===== src/rtl/flcmd_pkg.sv =====
package flcmd_pkg;
  typedef enum logic [1:0] {RM_ARRAY, RM_ID, RM_STATUS, RM_QUERY} rd_mode_e;
  typedef enum logic [2:0] {SQ_IDLE, SQ_PGM, SQ_ERS, SQ_LCK, SQ_PRT} seq_e;

  localparam logic [2:0] OP_PROG  = 3'd1;
  localparam logic [2:0] OP_ERASE = 3'd2;
  localparam logic [2:0] OP_LOCK  = 3'd3;
  localparam logic [2:0] OP_PROT  = 3'd4;

  localparam logic [7:0] CMD_ARRAY   = 8'hFF;
  localparam logic [7:0] CMD_IDENT   = 8'h90;
  localparam logic [7:0] CMD_STATUS  = 8'h70;
  localparam logic [7:0] CMD_CLEAR   = 8'h50;
  localparam logic [7:0] CMD_QUERY   = 8'h98;
  localparam logic [7:0] CMD_PGM     = 8'h40;
  localparam logic [7:0] CMD_ERS     = 8'h20;
  localparam logic [7:0] CMD_SUSPEND = 8'hB0;
  localparam logic [7:0] CMD_CONFIRM = 8'hD0;
  localparam logic [7:0] CMD_LOCK    = 8'h60;
  localparam logic [7:0] CMD_PROT    = 8'hC0;
endpackage


===== src/rtl/flcmd_bus_sync.sv =====
module flcmd_bus_sync #(
  parameter int SYNC_STAGES = 2
) (
  input  logic clk,
  input  logic rst_n,
  input  logic ce_n,
  input  logic we_n,
  input  logic oe_n,
  output logic wr_end,
  output logic rd_act,
  output logic rd_start
);
  localparam int LAST = SYNC_STAGES - 1;

  logic [SYNC_STAGES-1:0] ce_q, we_q, oe_q;
  logic wr_prev, rd_prev, wr_now;

  if (SYNC_STAGES < 2) begin : g_one
    always_ff @(posedge clk or negedge rst_n)
      if (!rst_n) begin
        ce_q <= '1;
        we_q <= '1;
        oe_q <= '1;
      end else begin
        ce_q <= ce_n;
        we_q <= we_n;
        oe_q <= oe_n;
      end
  end else begin : g_chain
    always_ff @(posedge clk or negedge rst_n)
      if (!rst_n) begin
        ce_q <= '1;
        we_q <= '1;
        oe_q <= '1;
      end else begin
        ce_q <= {ce_q[SYNC_STAGES-2:0], ce_n};
        we_q <= {we_q[SYNC_STAGES-2:0], we_n};
        oe_q <= {oe_q[SYNC_STAGES-2:0], oe_n};
      end
  end

  assign wr_now = ~ce_q[LAST] & ~we_q[LAST];
  assign rd_act = ~ce_q[LAST] & ~oe_q[LAST] & we_q[LAST];

  always_ff @(posedge clk or negedge rst_n)
    if (!rst_n) begin
      wr_prev <= 1'b0;
      rd_prev <= 1'b0;
    end else begin
      wr_prev <= wr_now;
      rd_prev <= rd_act;
    end

  assign wr_end   = wr_prev & ~wr_now;
  assign rd_start = rd_act & ~rd_prev;
endmodule


===== src/rtl/flcmd_decoder.sv =====
module flcmd_decoder
  import flcmd_pkg::*;
#(
  parameter int AW = 22,
  parameter int DW = 16
) (
  input  logic          clk,
  input  logic          rst_n,
  input  logic          wr_end,
  input  logic [AW-1:0] addr,
  input  logic [DW-1:0] wdata,
  input  logic          vpp_ok,
  input  logic          wsm_busy,
  input  logic          wsm_done,
  output rd_mode_e      mode,
  output logic [7:0]    status,
  output logic          wsm_start,
  output logic [2:0]    wsm_op,
  output logic [AW-1:0] wsm_addr,
  output logic [DW-1:0] wsm_wdata,
  output logic          wsm_suspend,
  output logic          wsm_resume
);
  seq_e       seq;
  logic       op_run;
  logic [2:0] op_kind;
  logic       err_ers, err_prg, err_vpp, susp_ers, susp_prg;
  logic       suspended, running, ready;
  logic [7:0] code;

  assign code      = wdata[7:0];
  assign suspended = susp_ers | susp_prg;
  assign running   = op_run & ~suspended & ~wsm_done;
  assign ready     = ~op_run | (suspended & ~wsm_busy);
  assign status    = {ready, susp_ers, err_ers, err_prg, err_vpp, susp_prg, 2'b00};

  always_ff @(posedge clk or negedge rst_n) begin
    if (!rst_n) begin
      seq <= SQ_IDLE;
      mode <= RM_ARRAY;
      op_run <= 1'b0;
      op_kind <= '0;
      err_ers <= 1'b0;
      err_prg <= 1'b0;
      err_vpp <= 1'b0;
      susp_ers <= 1'b0;
      susp_prg <= 1'b0;
      wsm_start <= 1'b0;
      wsm_op <= '0;
      wsm_addr <= '0;
      wsm_wdata <= '0;
      wsm_suspend <= 1'b0;
      wsm_resume <= 1'b0;
    end else begin
      wsm_start <= 1'b0;
      wsm_suspend <= 1'b0;
      wsm_resume <= 1'b0;
      if (wsm_done) begin
        op_run <= 1'b0;
        susp_ers <= 1'b0;
        susp_prg <= 1'b0;
      end
      if (wr_end) begin
        if (running) begin
          if (code == CMD_SUSPEND && op_kind != OP_LOCK) begin
            wsm_suspend <= 1'b1;
            if (op_kind == OP_ERASE) susp_ers <= 1'b1;
            else susp_prg <= 1'b1;
          end
        end else if (seq != SQ_IDLE) begin
          seq <= SQ_IDLE;
          mode <= RM_STATUS;
          unique case (seq)
            SQ_PGM, SQ_PRT, SQ_ERS, SQ_LCK: begin
              if (seq == SQ_ERS && code != CMD_CONFIRM) begin
                err_ers <= 1'b1;
                err_prg <= 1'b1;
              end else if (seq != SQ_LCK && !vpp_ok) begin
                err_vpp <= 1'b1;
              end else begin
                wsm_start <= 1'b1;
                wsm_addr  <= addr;
                wsm_wdata <= wdata;
                op_run    <= 1'b1;
                case (seq)
                  SQ_PGM:  begin wsm_op <= OP_PROG;  op_kind <= OP_PROG;  end
                  SQ_ERS:  begin wsm_op <= OP_ERASE; op_kind <= OP_ERASE; end
                  SQ_LCK:  begin wsm_op <= OP_LOCK;  op_kind <= OP_LOCK;  end
                  default: begin wsm_op <= OP_PROT;  op_kind <= OP_PROT;  end
                endcase
              end
            end
            default: ;
          endcase
        end else begin
          case (code)
            CMD_ARRAY:  mode <= RM_ARRAY;
            CMD_IDENT:  mode <= RM_ID;
            CMD_STATUS: mode <= RM_STATUS;
            CMD_QUERY:  mode <= RM_QUERY;
            CMD_CLEAR: begin
              err_ers <= 1'b0;
              err_prg <= 1'b0;
              err_vpp <= 1'b0;
            end
            CMD_PGM:  if (!op_run) begin seq <= SQ_PGM; mode <= RM_STATUS; end
            CMD_ERS:  if (!op_run) begin seq <= SQ_ERS; mode <= RM_STATUS; end
            CMD_LOCK: if (!op_run) begin seq <= SQ_LCK; mode <= RM_STATUS; end
            CMD_PROT: if (!op_run) begin seq <= SQ_PRT; mode <= RM_STATUS; end
            CMD_CONFIRM:
              if (suspended && !wsm_done) begin
                wsm_resume <= 1'b1;
                susp_ers <= 1'b0;
                susp_prg <= 1'b0;
                mode <= RM_STATUS;
              end
            default: ;
          endcase
        end
      end
    end
  end

  AST_VPP_BEFORE_START: assert property (@(posedge clk) disable iff (!rst_n)
    (wsm_start && wsm_op != OP_LOCK) |-> $past(vpp_ok));
  AST_NO_START_IN_FLIGHT: assert property (@(posedge clk) disable iff (!rst_n)
    wsm_start |-> !$past(op_run));
  AST_SINGLE_PULSE: assert property (@(posedge clk) disable iff (!rst_n)
    $onehot0({wsm_start, wsm_suspend, wsm_resume}));
  AST_READY_AFTER_DONE: assert property (@(posedge clk) disable iff (!rst_n)
    wsm_done |=> status[7]);
endmodule


===== src/rtl/flcmd_rdpath.sv =====
module flcmd_rdpath
  import flcmd_pkg::*;
#(
  parameter int          AW     = 22,
  parameter int          DW     = 16,
  parameter logic [15:0] ID_MFR = 16'h00A7,
  parameter logic [15:0] ID_DEV = 16'h5E13
) (
  input  logic          clk,
  input  logic          rst_n,
  input  logic          rd_act,
  input  logic          rd_start,
  input  rd_mode_e      mode,
  input  logic [7:0]    status,
  input  logic [AW-1:0] addr,
  input  logic [DW-1:0] array_rdata,
  input  logic [DW-1:0] query_rdata,
  output logic [DW-1:0] dq_out,
  output logic          dq_oe
);
  localparam logic [DW-1:0] MFR_W = DW'(ID_MFR);
  localparam logic [DW-1:0] DEV_W = DW'(ID_DEV);

  logic [7:0]    stat_hold;
  logic [7:0]    stat_now;
  logic [DW-1:0] sel;

  assign stat_now = rd_start ? status : stat_hold;

  always_comb begin
    unique case (mode)
      RM_ARRAY:  sel = array_rdata;
      RM_ID:     sel = (addr == AW'(0)) ? MFR_W : ((addr == AW'(1)) ? DEV_W : '0);
      RM_STATUS: sel = {{(DW-8){1'b0}}, stat_now};
      default:   sel = query_rdata;
    endcase
  end

  always_ff @(posedge clk or negedge rst_n)
    if (!rst_n) begin
      stat_hold <= '0;
      dq_out <= '0;
      dq_oe <= 1'b0;
    end else begin
      if (rd_start) stat_hold <= status;
      dq_out <= rd_act ? sel : '0;
      dq_oe <= rd_act;
    end

  AST_OE_LOW_IN_RESET: assert property (@(posedge clk)
    !rst_n |-> !dq_oe);
  AST_STATUS_HELD: assert property (@(posedge clk) disable iff (!rst_n)
    (dq_oe && $past(dq_oe) && mode == RM_STATUS && $past(mode) == RM_STATUS)
      |-> $stable(dq_out));
endmodule


===== src/rtl/flash_cmd_if.sv =====
module flash_cmd_if
  import flcmd_pkg::*;
#(
  parameter int          AW          = 22,
  parameter int          DW          = 16,
  parameter int          SYNC_STAGES = 2,
  parameter logic [15:0] ID_MFR      = 16'h00A7,
  parameter logic [15:0] ID_DEV      = 16'h5E13
) (
  input  logic          clk,
  input  logic          rst_n,
  input  logic          ce_n,
  input  logic          we_n,
  input  logic          oe_n,
  input  logic [AW-1:0] addr,
  input  logic [DW-1:0] dq_in,
  output logic [DW-1:0] dq_out,
  output logic          dq_oe,
  input  logic [DW-1:0] array_rdata,
  input  logic [DW-1:0] query_rdata,
  input  logic          vpp_ok,
  output logic          wsm_start,
  output logic [2:0]    wsm_op,
  output logic [AW-1:0] wsm_addr,
  output logic [DW-1:0] wsm_wdata,
  output logic          wsm_suspend,
  output logic          wsm_resume,
  input  logic          wsm_busy,
  input  logic          wsm_done
);
  logic       wr_end, rd_act, rd_start;
  rd_mode_e   mode;
  logic [7:0] status;

  flcmd_bus_sync #(.SYNC_STAGES(SYNC_STAGES)) u_sync (
    .clk(clk), .rst_n(rst_n), .ce_n(ce_n), .we_n(we_n), .oe_n(oe_n),
    .wr_end(wr_end), .rd_act(rd_act), .rd_start(rd_start)
  );

  flcmd_decoder #(.AW(AW), .DW(DW)) u_dec (
    .clk(clk), .rst_n(rst_n), .wr_end(wr_end), .addr(addr), .wdata(dq_in),
    .vpp_ok(vpp_ok), .wsm_busy(wsm_busy), .wsm_done(wsm_done),
    .mode(mode), .status(status), .wsm_start(wsm_start), .wsm_op(wsm_op),
    .wsm_addr(wsm_addr), .wsm_wdata(wsm_wdata),
    .wsm_suspend(wsm_suspend), .wsm_resume(wsm_resume)
  );

  flcmd_rdpath #(.AW(AW), .DW(DW), .ID_MFR(ID_MFR), .ID_DEV(ID_DEV)) u_rd (
    .clk(clk), .rst_n(rst_n), .rd_act(rd_act), .rd_start(rd_start),
    .mode(mode), .status(status), .addr(addr),
    .array_rdata(array_rdata), .query_rdata(query_rdata),
    .dq_out(dq_out), .dq_oe(dq_oe)
  );
endmodule


===== config.mk =====
export PLATFORM = sky130hd
export DESIGN_NAME = flash_cmd_if
export DESIGN_NICKNAME = d
export VERILOG_FILES = /design/src/rtl/flcmd_pkg.sv /design/src/rtl/flcmd_bus_sync.sv /design/src/rtl/flcmd_decoder.sv /design/src/rtl/flcmd_rdpath.sv /design/src/rtl/flash_cmd_if.sv
export SDC_FILE = /design/constraint.sdc
export NUM_CORES = 1
export LEC_CHECK = 0
export ABC_AREA = 1
export ABC_CLOCK_PERIOD_IN_PS = 2300
export BUFFER_PORTS_ARGS = -buffer_cell sky130_fd_sc_hd__buf_2
export CORE_ASPECT_RATIO = 2
export CORE_UTILIZATION = 48
export CTS_BUF_LIST = sky130_fd_sc_hd__clkbuf_8 sky130_fd_sc_hd__clkbuf_16
export CTS_CLUSTER_DIAMETER = 120
export DETAILED_ROUTE_END_ITERATION = 6
export PLACE_DENSITY_LB_ADDON = 0.3
export SLEW_MARGIN = 25
export SYNTH_ARGS = -nofsm -noshare
export SYNTH_HDL_FRONTEND = slang
export SYNTH_SLANG_ARGS = --single-unit

===== constraint.sdc =====
create_clock -name clk -period 2.3 [get_ports clk]
set_input_delay 0.575 -clock clk [delete_from_list [all_inputs] [get_ports clk]]
set_output_delay 0.575 -clock clk [all_outputs]
set_load 0.01 [all_outputs]

Word level (Yosys, flattened, before mapping)
Cells that the tools add are included.
- register bits: 86
- logic and storage cells: 154
- output and inout port bits: 61
- reduce and logical (&&, ||, !) cells: 19
- bitwise operators: 22
- equal/unequal tests: 32
- multiplexer cells: 61
- operators by type and width (cell ; number):
    == test 8 bit, second input constant ; 6
    one-hot mux 16 bit (3 select lines) ; 1
    2-to-1 mux 1 bit ; 45
    == test 8 x 7 -> 1 bit, second input constant ; 4
    2-to-1 mux 16 bit ; 2
    == test 22 x 1 -> 1 bit, second input constant ; 1
    logical NOT 22 bit ; 1
    2-to-1 mux 15 bit ; 1
    2-to-1 mux 3 bit ; 5
    inequality test 3 bit, second input constant ; 5
    inverter 1 bit ; 12
    one-hot mux 2 bit (6 select lines) ; 1
    one-hot mux 3 bit (4 select lines) ; 1
    AND reduction 6 bit ; 2
    AND reduction 5 bit ; 2
    == test 3 x 2 -> 1 bit, second input constant ; 3
    one-hot mux 3 bit (3 select lines) ; 1
    AND 1 bit ; 8
    == test 8 x 6 -> 1 bit, second input constant ; 1
    2-to-1 mux 8 bit ; 1
    inequality test 2 bit, second input constant ; 4
    inequality test 8 bit, second input constant ; 1
    OR reduction 4 bit ; 2
    AND reduction 7 bit ; 1
    15 further kinds ; 23

Longest topological paths before layout
Gate-level depths: netlist of run 1.
- depth after elaboration: 8
- gate-level depth with buffers: 11
- gate-level depth less buffers: 10

Hierarchy
From an unflattened synthesis of run 1, not the netlist that was laid out.
- cell total of the unflattened synthesis: 484
- area total of the unflattened synthesis: 3962.6 µm²
- by module, submodules not included (module ; cells each ; area each (µm²) ; times used ; sequential area each (µm²)):
    flcmd_decoder ; 314 ; 2499.9 ; 1 ; 1351.3
    flcmd_rdpath ; 155 ; 1226.2 ; 1 ; 625.6
    flcmd_bus_sync ; 15 ; 236.5 ; 1 ; 207.7

Worst setup path after synthesis of run 1
OpenSTA, ideal clock, no wires.
- path type: in2reg
- start: input port dq_in[2]
- end: register u_dec.wsm_wdata[5]
- library setup time: 0.125 ns
- stages: 8
- path slack: 0.594 ns
- arrival time: 1.581 ns
- cells stage by stage: inv_1 -> nand3_1 -> nor2_2 -> o21ai_4 -> nor2_4 -> buf_6 -> buf_4 -> a21oi_1
- longest elaborated chain between the ends: 4
- RTL lines (element ; RTL line ; text):
    start: declaration ; flash_cmd_if.sv:16 ; input logic [DW-1:0] dq_in,
    inequality test 8 bit ; flcmd_decoder.sv:75 ; if (seq == SQ_ERS && code != CMD_CONFIRM) begin
    logical AND 1 bit ; flcmd_decoder.sv:75 ;
    inverter 1 bit (no line) ; -- ;
    AND reduction 6 bit (no line) ; -- ;
    end signal: assignment ; flcmd_decoder.sv:83 ; wsm_wdata <= wdata;
    end: declaration ; flcmd_decoder.sv:20 ; output logic [DW-1:0] wsm_wdata,
Every way passes these cells.
A chain may end at the register's enable or synchronous reset.

Worst setup path in the final report of run 1
- start: register u_sync.we_q[1]
- end: register u_dec.wsm_wdata[5]
- longest elaborated chain between the ends: 5
- RTL lines (element ; RTL line ; text):
    start: declaration ; flcmd_bus_sync.sv:15 ; logic [SYNC_STAGES-1:0] ce_q, we_q, oe_q;
    start signal: assignment ; flcmd_bus_sync.sv:37 ; we_q <= {we_q[SYNC_STAGES-2:0], we_n};
    inverter 1 bit ; flcmd_bus_sync.sv:42 ; assign wr_now = ~ce_q[LAST] & ~we_q[LAST];
    AND 1 bit ; flcmd_bus_sync.sv:42 ;
    inverter 1 bit ; flcmd_bus_sync.sv:54 ; assign wr_end = wr_prev & ~wr_now;
    AND 1 bit ; flcmd_bus_sync.sv:54 ;
    AND reduction 6 bit (no line) ; -- ;
Every way passes these cells.

==> metrics, run 1 <==
outcome completed; DR vias/cell 5.12; Relative slew margins 0.674; PwrDens 1040 mW/mm^2; Worst Reg-to-Reg Cells 7; H-tree depth 3; DP Wirelength 7.46 mm; CP Launch Type register; CP max FO 56; max cap viols 0; drt first-iter violations 255; flop-to-flop setup slack 500 ps; skew final 7.46 ps; io pins 139; Total GRT Usage 0.250; final net count 688; die height 129 um; Max Fclk 0.557 GHz; core area 0.00789 mm^2; Synth Instances 467; CTS Root Cell clkbuf_16; number of global-route vias before repair 3468; worst setup path class register to register; Hold Fails Final Rpt 0; post-cts resize count 0; number of port buffers 138; crit share post-route 0.781; Final Critical Period 1800 ps; worst slew pin tran 483 ps; num rows 46; Distinct cells, synth 30; commonest non-fill, non-tap cell in the layout nand2_1; GP Congestion 0.939; Die Width 65.5 um; Setup crit end kind register; Max clock buf depth 2; CTS tree built; Total Wirelength 9.97 mm; WL/cell 14.0 um; Slowest Stage Delay on Critical Path 540 ps; slowest CP cell dfstp_2; Inst Count DP 695; filler instances 687; Post-Synthesis Net Count 545; Mean Syn Cell Area 8.30 um^2; global-route wire length before repair 15.7 mm; RR Startpoint u_sync.we_q[1]; 1st-pass router iterations 4; critical path's most frequent cell nor2_1; antenna violations before repair 1; Cell Area, Synth 0.00387 mm^2; CP Cell Sequence o21ai_0 > nor2_1 > nand3_2 > nor2_4 > buf_12 > nor2_1 > a21oi_1; Initial Utilization 0.491; fin. max-slew vios 0; VDD IR max 752 uV; Clock Latency Late Sink 340 ps; ANT nets after route 0; layout cells sized above 1 0.294; Leakage Power 2.73 nW; pin count of the biggest net entering global routing 57; Ys Warns 0; post-CTS setup buffers 0; most frequent cells in the layout 138 x nand2_1, 137 x buf_2, 80 x dfrtp_1; Seq/Total Area, Yosys 0.557; CP arrival 2050 ps; die area 0.00846 mm^2; area delta synth->final 29.0%; final std cells w/o fill 712; final setup fails 0; min-delay worst type input pin to asynchronous set/reset pin; RSZ-0062 raised after global routing false; grt ovf 0; # DRC 0; CTS Sinks 86; RR Endpoint u_dec.wsm_wdata[5]; Worst Hold Slack 176 ps; WP data required 2560 ps; Setup TNS 0 ps; post-synthesis register bit count 86; Via Count 3648; CTS Hold Bufs 0; CTS Buf Count 9; clk slew on worst S/H paths 60 ps
## final cells by class
type,count,area [um^2],share of cell area
sequential,86,2160,0.432
multi-input combinational,327,1470,0.293
timing repair buffer,147,786,0.157
clock buffer,10,239,0.0478
inverter,39,146,0.0293
tap,96,120,0.0240
clock inverter,6,77.6,0.0155
antenna,1,2.50,0.000501
## worst max-delay path: cells and delay by family, from the launching register on
kind / cells / cell delay, ps
buf+inv: 1 / 240
compound gates: 2 / 330
flops: 1 / 540
simple gates: 4 / 590
## synth_stat cells, drive strengths merged
cell type	count	area, um^2
nand3	16	85.1
o211ai	6	45.0
clkbuf	8	30.0
o21ai	48	255
nor2	69	274
nor4	1	6.26
o21a	3	22.5
o22ai	1	6.26
a22oi	1	7.51
nor3	5	25.0
nand2	139	529
inv	39	146
buf	7	72.6
or2	3	18.8
nand4	2	12.5
a21oi	23	115
dfrtp	80	2000
nand3b	1	7.51
a31oi	9	56.3
dfstp	6	158
## layer usage
layer | vias to the layer above | GRT usage | routed length [um]
li1 | 1791 | - | -
met1 | 1704 | 0.259 | 3640
met2 | 134 | 0.457 | 5590
met3 | 19 | 0.0607 | 506
met4 | 0 | 0.120 | 233
met5 | - | 0 | 0
## power by group
| part | internal (W) | switching (W) | total, W |
|---|---|---|---|
| clock | 0.000968 | 0.000555 | 0.00152 |
| combinational | 0.000589 | 0.000920 | 0.00151 |
| sequential | 0.00194 | 0.000227 | 0.00217 |
| total | 0.00350 | 0.00170 | 0.00520 |
## worst max path at each step
stage | from | to | slack, ps | depth (start not counted)
6_report | u_sync.we_q[1] | u_dec.wsm_wdata[5] | 500 | 7
5_1_grt | u_sync.we_q[1] | u_dec.wsm_op[2] | 340 | 7
4_1_cts | u_sync.we_q[1] | u_dec.wsm_wdata[5] | 490 | 7
3_5_place_dp | dq_in[2] | u_dec.wsm_wdata[5] | 270 | 9
3_3_place_gp | dq_in[0] | u_dec.wsm_wdata[1] | 330 | 9
2_1_floorplan | dq_in[2] | u_dec.wsm_wdata[5] | 590 | 8
## logic make-up after synthesis
| kind of cell | count (synthesis) | share of synthesized area |
|---|---|---|
| and+or+nand+nor | 236 | 0.247 |
| AOI/OAI and AO/OA | 91 | 0.131 |
| buffers and inverters | 54 | 0.0643 |
| DFF | 86 | 0.557 |
## registers in the layout, summed over array words and instances, names as in the netlist
name               flops
u_dec.err_ers          1
u_dec.op_run           1
u_dec.wsm_start        1
u_dec.wsm_resume       1
u_rd.dq_oe             1
u_sync.wr_prev         1
u_dec.susp_prg         1
u_dec.wsm_suspend      1
u_sync.oe_q            2
u_dec.mode             2
u_sync.we_q            2
u_dec.wsm_op           3
u_dec.susp_ers         1
u_sync.ce_q            2
u_dec.err_vpp          1
u_dec.seq              3
u_rd.dq_out           16
u_dec.wsm_addr        22
u_dec.wsm_wdata       16
u_rd.stat_hold         8
## through the flow
stage	power, W	setup WS (ps)	cell area (um^2)	util
3_3_place_gp	0.00365	327	4680	0.593
5_1_grt	0.00551	344	5000	0.634
3_5_place_dp	0.00370	266	4680	0.593
4_1_cts	0.00524	492	4990	0.633
6_report	0.00520	504	5000	0.634
2_1_floorplan	0.00301	594	3870	-
Note: power is estimated with default switching activity, not from simulation.
==> run 2, diff against run 1 <==
--- a/config.mk
+++ b/config.mk
@@ -6,7 +6,7 @@
 export NUM_CORES = 1
 export LEC_CHECK = 0
 export ABC_AREA = 1
-export ABC_CLOCK_PERIOD_IN_PS = 2300
+export ABC_CLOCK_PERIOD_IN_PS = 1800
 export BUFFER_PORTS_ARGS = -buffer_cell sky130_fd_sc_hd__buf_2
 export CORE_ASPECT_RATIO = 2
 export CORE_UTILIZATION = 48
==> constraint.sdc (replaced) <==
create_clock -name clk -period 1.8 [get_ports clk]
set_input_delay 0.45 -clock clk [delete_from_list [all_inputs] [get_ports clk]]
set_output_delay 0.45 -clock clk [all_outputs]
set_load 0.01 [all_outputs]
==> run 2 against run 1 <==
  * Clock power grew 30%
  * Global-route usage shrank 0.092 points
  * Via count grew 1.4%
  * Largest cell class unchanged
  * Combinational power grew 29%
  * Worst hold slack lost 140 ps
  * Critical path depth grew 1
  * Utilization grew 1.3 points
  * Register-to-register slack lost 360 ps
  * Wire length grew 1.1%
  * Die area is the same
==> metrics, run 2 (synthesis results as in run 1) <==
outcome completed; DR vias/cell 5.13; Final Util 0.647; largest registers u_dec.wsm_addr (22), u_dec.wsm_wdata (16), u_rd.dq_out (16); commonest non-fill, non-tap cell in the layout nand2_1; grt met2 use 0.443; CP Launch Type register; ANT nets after route 0; num rows 46; GP Congestion 0.835; Most Used Layer, Global Route met2; area delta synth->final 31.6%; RR Endpoint u_dec.wsm_wdata[6]; Clock Latency Late Sink 340 ps; worst slew pin tran 428 ps; fin. max-slew vios 0; family with the most delay on the worst path simple AND/OR/NAND/NOR gates; skew final 7.11 ps; Leakage Power 2.77 nW; pin count of the biggest net entering global routing 33; CTS Buf Count 9; io pins 139; clk slew on worst S/H paths 60 ps; Worst Reg-to-Reg Cells 8; Relative slew margins 0.714; pre-CTS setup slack -145 ps; number of global-route vias before repair 3493; PwrDens 1310 mW/mm^2; flop-to-flop setup slack 140 ps; Most flops, register u_dec.wsm_addr; WL/cell 14.0 um; WP data required 2060 ps; Tot Pwr 0.00670 W; most frequent cells in the layout 138 x nand2_1, 137 x buf_2, 80 x dfrtp_1; grt ovf 0; Max Fclk 0.604 GHz; Hold Fails Final Rpt 0; drt first-iter violations 217; 1st-pass router iterations 6; min-delay worst type input pin to asynchronous set/reset pin; Slowest Stage Delay on Critical Path 400 ps; RR Startpoint u_dec.seq[1]; CTS Sinks 86; Initial Utilization 0.491; die height 129 um; max cap viols 0; CP max FO 28; final setup fails 0; Inst Count DP 704; max reg flops 22; Die Width 65.5 um; slowest CP cell dfrtp_1; final net count 697; Final Critical Period 1660 ps; die area 0.00846 mm^2; core area 0.00789 mm^2; DP Wirelength 7.51 mm; Total GRT Usage 0.249; CTS Hold Bufs 0; crit share post-route 0.920; CP arrival 1920 ps; number of port buffers 138; worst path buffer plus inverter count 1; H-tree depth 3; critical path's most frequent cell nor2_1; layout cells sized above 1 0.313; CP Cell Sequence nor2_2 > nor2_1 > nor2_1 > nand3_2 > nor2_4 > buf_12 > nor2_1 > a21oi_1; Setup crit end kind register; GR Util met3 0.0475; met1 Resource Use GR 0.272; final std cells w/o fill 721; VDD IR max 853 uV; Setup WS post-layout 144 ps; worst setup path class register to register; CTS Root Cell clkbuf_16; Via Count 3699; global-route wire length before repair 15.9 mm; Max clock buf depth 2; Total Wirelength 10.1 mm; antenna violations before repair 1; CTS tree built; # DRC 0
==> run 2: worst max-delay path by stage <==
stage	depth (start not counted)	endpoint	start
global placement	9	u_dec.seq[0]	dq_in[1]
CTS	9	u_dec.seq[0]	u_sync.we_q[1]
floorplan	8	u_dec.wsm_wdata[5]	u_sync.we_q[1]
finish	8	u_dec.wsm_wdata[6]	u_dec.seq[1]
detailed placement	9	u_dec.seq[2]	dq_in[2]
global route	11	u_dec.seq[0]	dq_in[3]
==> run 2: layout make-up <==
class,instances,area (um^2)
clock inverter,7,97.6
tap,96,120
timing repair buffer,156,870
multi-input combinational,327,1480
antenna,1,2.50
sequential,86,2160
inverter,39,146
clock buffer,9,225
fill,692,2790
==> run 2: power breakdown <==
group | switching [W] | total [W] | leakage (nW) | internal (W)
Combinational | 0.00118 | 0.00195 | 1.52 | 0.000768
Sequential | 0.000293 | 0.00277 | 1.09 | 0.00248
Clock | 0.000760 | 0.00198 | 0.152 | 0.00122
Total | 0.00224 | 0.00670 | 2.77 | 0.00446
==> run 2: per-stage QoR <==
stage               TNS [ps]  instance area, um^2  hold slack (ps)
global placement           0                 4760              346
CTS                        0                 5080             44.2
global route           -10.1                 5100             62.3
finish                     0                 5100             32.5
detailed placement      -420                 4760              347
floorplan                  0                 3870              154
==> run 2: routing by layer <==
metal  routed length, um  part of all wire
met4                 394             0.039
met3                 466             0.046
met1                3790              0.38
met2                5430              0.54
met5                   0                 0
==> run 2: what timing repair did <==
| action | 4_1_cts | 5_1_grt |
|---|---|---|
| endpoints found under the setup margin | 0 | 41 |
| endpoints found under the hold margin | 0 | 0 |
| buffers inserted | 0 | 0 |
| resized for setup | 0 | 6 |
==> run 3, diff against run 2 <==
--- a/config.mk
+++ b/config.mk
@@ -5,7 +5,6 @@
 export SDC_FILE = /design/constraint.sdc
 export NUM_CORES = 1
 export LEC_CHECK = 0
-export ABC_AREA = 1
 export ABC_CLOCK_PERIOD_IN_PS = 1800
 export BUFFER_PORTS_ARGS = -buffer_cell sky130_fd_sc_hd__buf_2
 export CORE_ASPECT_RATIO = 2
==> run 3 against run 2 <==
  * Worst hold slack gained 180 ps
  * Critical endpoint is now u_dec.wsm_wdata[9]
  * Wire length shrank 0.99%
  * Combinational power grew 25%
  * Highest routed layer unchanged
  * Clock skew shrank 1.3 ps
  * Cell count shrank 18%
  * Total power grew 6.1%
  * Clock power shrank 7%
  * Global-route usage shrank 0.22 points
  * Sequential share of layout area shrank 2.0 points
  * Largest cell class unchanged
  * First-iteration DRC count shrank 8.3%
==> metrics, run 3 <==
Cell Area, Synth 0.00389 mm^2; worst slew pin tran 616 ps; Synth Instances 314; Slowest Stage Delay on Critical Path 470 ps; Hold Fails Final Rpt 0; storage element area 0.00216 mm^2; Die Width 65.6 um; mux share of post-synthesis cell area 0.163; Seq/Total Area, Yosys 0.556; final net count 569; outcome completed; ANT nets after route 0; layout cells sized above 1 0.536; Total GRT Usage 0.247; DP Wirelength 7.65 mm; VDD IR max 773 uV; Final Critical Period 1770 ps; worst path buffer plus inverter count 1; largest family of logic cells by synthesized area multiplexers; die area 0.00848 mm^2; commonest non-fill, non-tap cell in the layout buf_2; DR vias/cell 5.39; leading area contributor after synthesis dfrtp_1; CTS Root Cell clkbuf_16; antenna violations before repair 0; Mean Syn Cell Area 12.4 um^2; Multi-input gate area 0.00165 mm^2; min-delay worst type input pin to register; number of port buffers 138; slowest CP cell dfrtp_2; Synth Area in Adders 0; GP Congestion 0.966; Initial Utilization 0.493; clock network fraction of total power 0.260; most frequent cells in the layout 137 x buf_2, 78 x dfrtp_1, 40 x mux2_4; Setup TNS 0 ps; largest registers u_dec.wsm_addr (22), u_dec.wsm_wdata (16), u_rd.dq_out (16); Antenna Cells 0; most frequent cell after synthesis dfrtp_1; crit share post-route 0.981; Most flops, register u_dec.wsm_addr; Setup WS post-layout 34.7 ps; 1st-pass router iterations 6; Clock Latency Late Sink 330 ps; CP max FO 12; number of global-route vias before repair 3256; Max Fclk 0.566 GHz; share of Yosys cell area claimed by the top area cell type 0.515; post-synthesis xor/xnor area fraction 0.00225; Net Sw Frac 0.303; Distinct cells, synth 53; CTS Sinks 86; DP Area 0.00494 mm^2; fin. max-slew vios 0; commonest cells in the synthesized netlist 80 x dfrtp_1, 37 x mux2_4, 23 x nor2_1, 21 x o21ai_0, 18 x nand2_1; CP arrival 1980 ps; filler instances 607; RSZ-0062 raised after global routing true; Setup crit end kind register; Via Count 3193; PwrDens 1330 mW/mm^2; Pint 0.00496 W; max cap viols 0; die height 129 um; max reg flops 22; post-synthesis register bit count 86; worst setup path class register to register; CP Launch Type register; grt ovf 0; final instance area 0.00537 mm^2; Max clock buf depth 2; CTS tree built; clk slew on worst S/H paths 60 ps; Gate power share 0.342; Compound-Gate Fraction of Synth Area 0.136; Relative slew margins 0.589; simple-gate share of the synthesized area 0.109; final setup fails 0; Total Wirelength 9.98 mm; Post-Synthesis Net Count 392; global-route wire length before repair 15.6 mm; pin count of the biggest net entering global routing 38; Ys Warns 0; CP Cell Sequence nor2_1 > and3_4 > o211a_4 > buf_12 > mux2_4; area delta synth->final 38.0%; skew final 5.83 ps; CTS Buf Count 9; num rows 46; Leakage Power 2.72 nW; WL/cell 16.9 um; fraction of registers with async set/reset 1.00; io pins 139; main area contributors after synthesis dfrtp_1 51%, mux2_4 14%, dfstp_2 4.1%; core area 0.00789 mm^2; Primary FF master, synth dfrtp_1; WP data required 2010 ps; pre-CTS setup slack -204 ps; Reg power frac 0.398; drt first-iter violations 199; # DRC 0; Sw Pwr 0.00216 W; H-tree depth 3; EDFF count, synth 0; family with the most delay on the worst path flip-flops
[run 3: final cells by class]
class,count,share of cell area
timing repair buffer,182,0.204
multi-input combinational,202,0.308
sequential,86,0.403
inverter,10,0.00700
clock buffer,11,0.0471
clock inverter,5,0.00933
tap,96,0.0224
[run 3: worst paths after layout]
path | startpoint | slack (ps) | endpoint | depth (start not counted)
setup / recovery | u_dec.seq[0] | 30 | u_dec.wsm_wdata[9] | 5
hold / removal | ce_n | 220 | u_sync.ce_q[0] | 1
setup reg to reg | u_dec.seq[0] | 30 | u_dec.wsm_wdata[9] | 5
hold reg to reg | u_sync.ce_q[0] | 350 | u_sync.ce_q[1] | 0
max in group asynchronous | rst_n | 770 | u_dec.wsm_addr[20] | 3
min in group asynchronous | rst_n | 510 | u_dec.wsm_addr[8] | 2
[run 3: stage by stage]
step           total power [W]  hold slack, ps  utilization  std cells
2_1_floorplan          0.00422             154            -        314
3_3_place_gp           0.00513             320        0.626        570
3_5_place_dp           0.00521             318        0.626        570
4_1_cts                0.00710             206        0.668        588
5_1_grt                0.00749             202        0.680        592
6_report               0.00711             215        0.680        592
[run 3: worst reg2reg max path: cells and delay by family, from the launching register on]
kind	cells	cell delay [ps]
compound gates	1	270
flops	1	470
buf+inv	1	190
mux	1	310
simple gates	2	420
[run 3: repair_timing]
action | CTS | global route
hold buffers | 1 | 0
pin swaps | 3 | 7
buffers inserted | 1 | 2
endpoints found under the setup margin | 28 | 42
cloned | 0 | 2
hold endpoints to repair | 12 | 0
gates resized for setup | 3 | 14
[run 3: metal layers]
layer	vias up	wire (um)	global-route usage
li1	1495	-	-
met1	1568	3560	0.256
met2	109	5720	0.455
met3	21	396	0.0458
met4	0	303	0.125
met5	-	0	0
[run 3: power groups by stage]
stage          Clock (W)  Combinational (W)  Sequential [W]
6_report         0.00185            0.00243         0.00283
5_1_grt          0.00195            0.00263         0.00290
3_3_place_gp           0            0.00229         0.00284
2_1_floorplan          0            0.00120         0.00302
4_1_cts          0.00189            0.00237         0.00284
3_5_place_dp           0            0.00236         0.00285
[run 3: cell families (layout without fill, tap and decap cells)]
logic type / after synthesis / count (layout)
flops: 86 / 86
compound gates: 79 / 79
simple gates: 78 / 78
mux: 44 / 44
buf+inv: 26 / 208
xor+xnor: 1 / 1
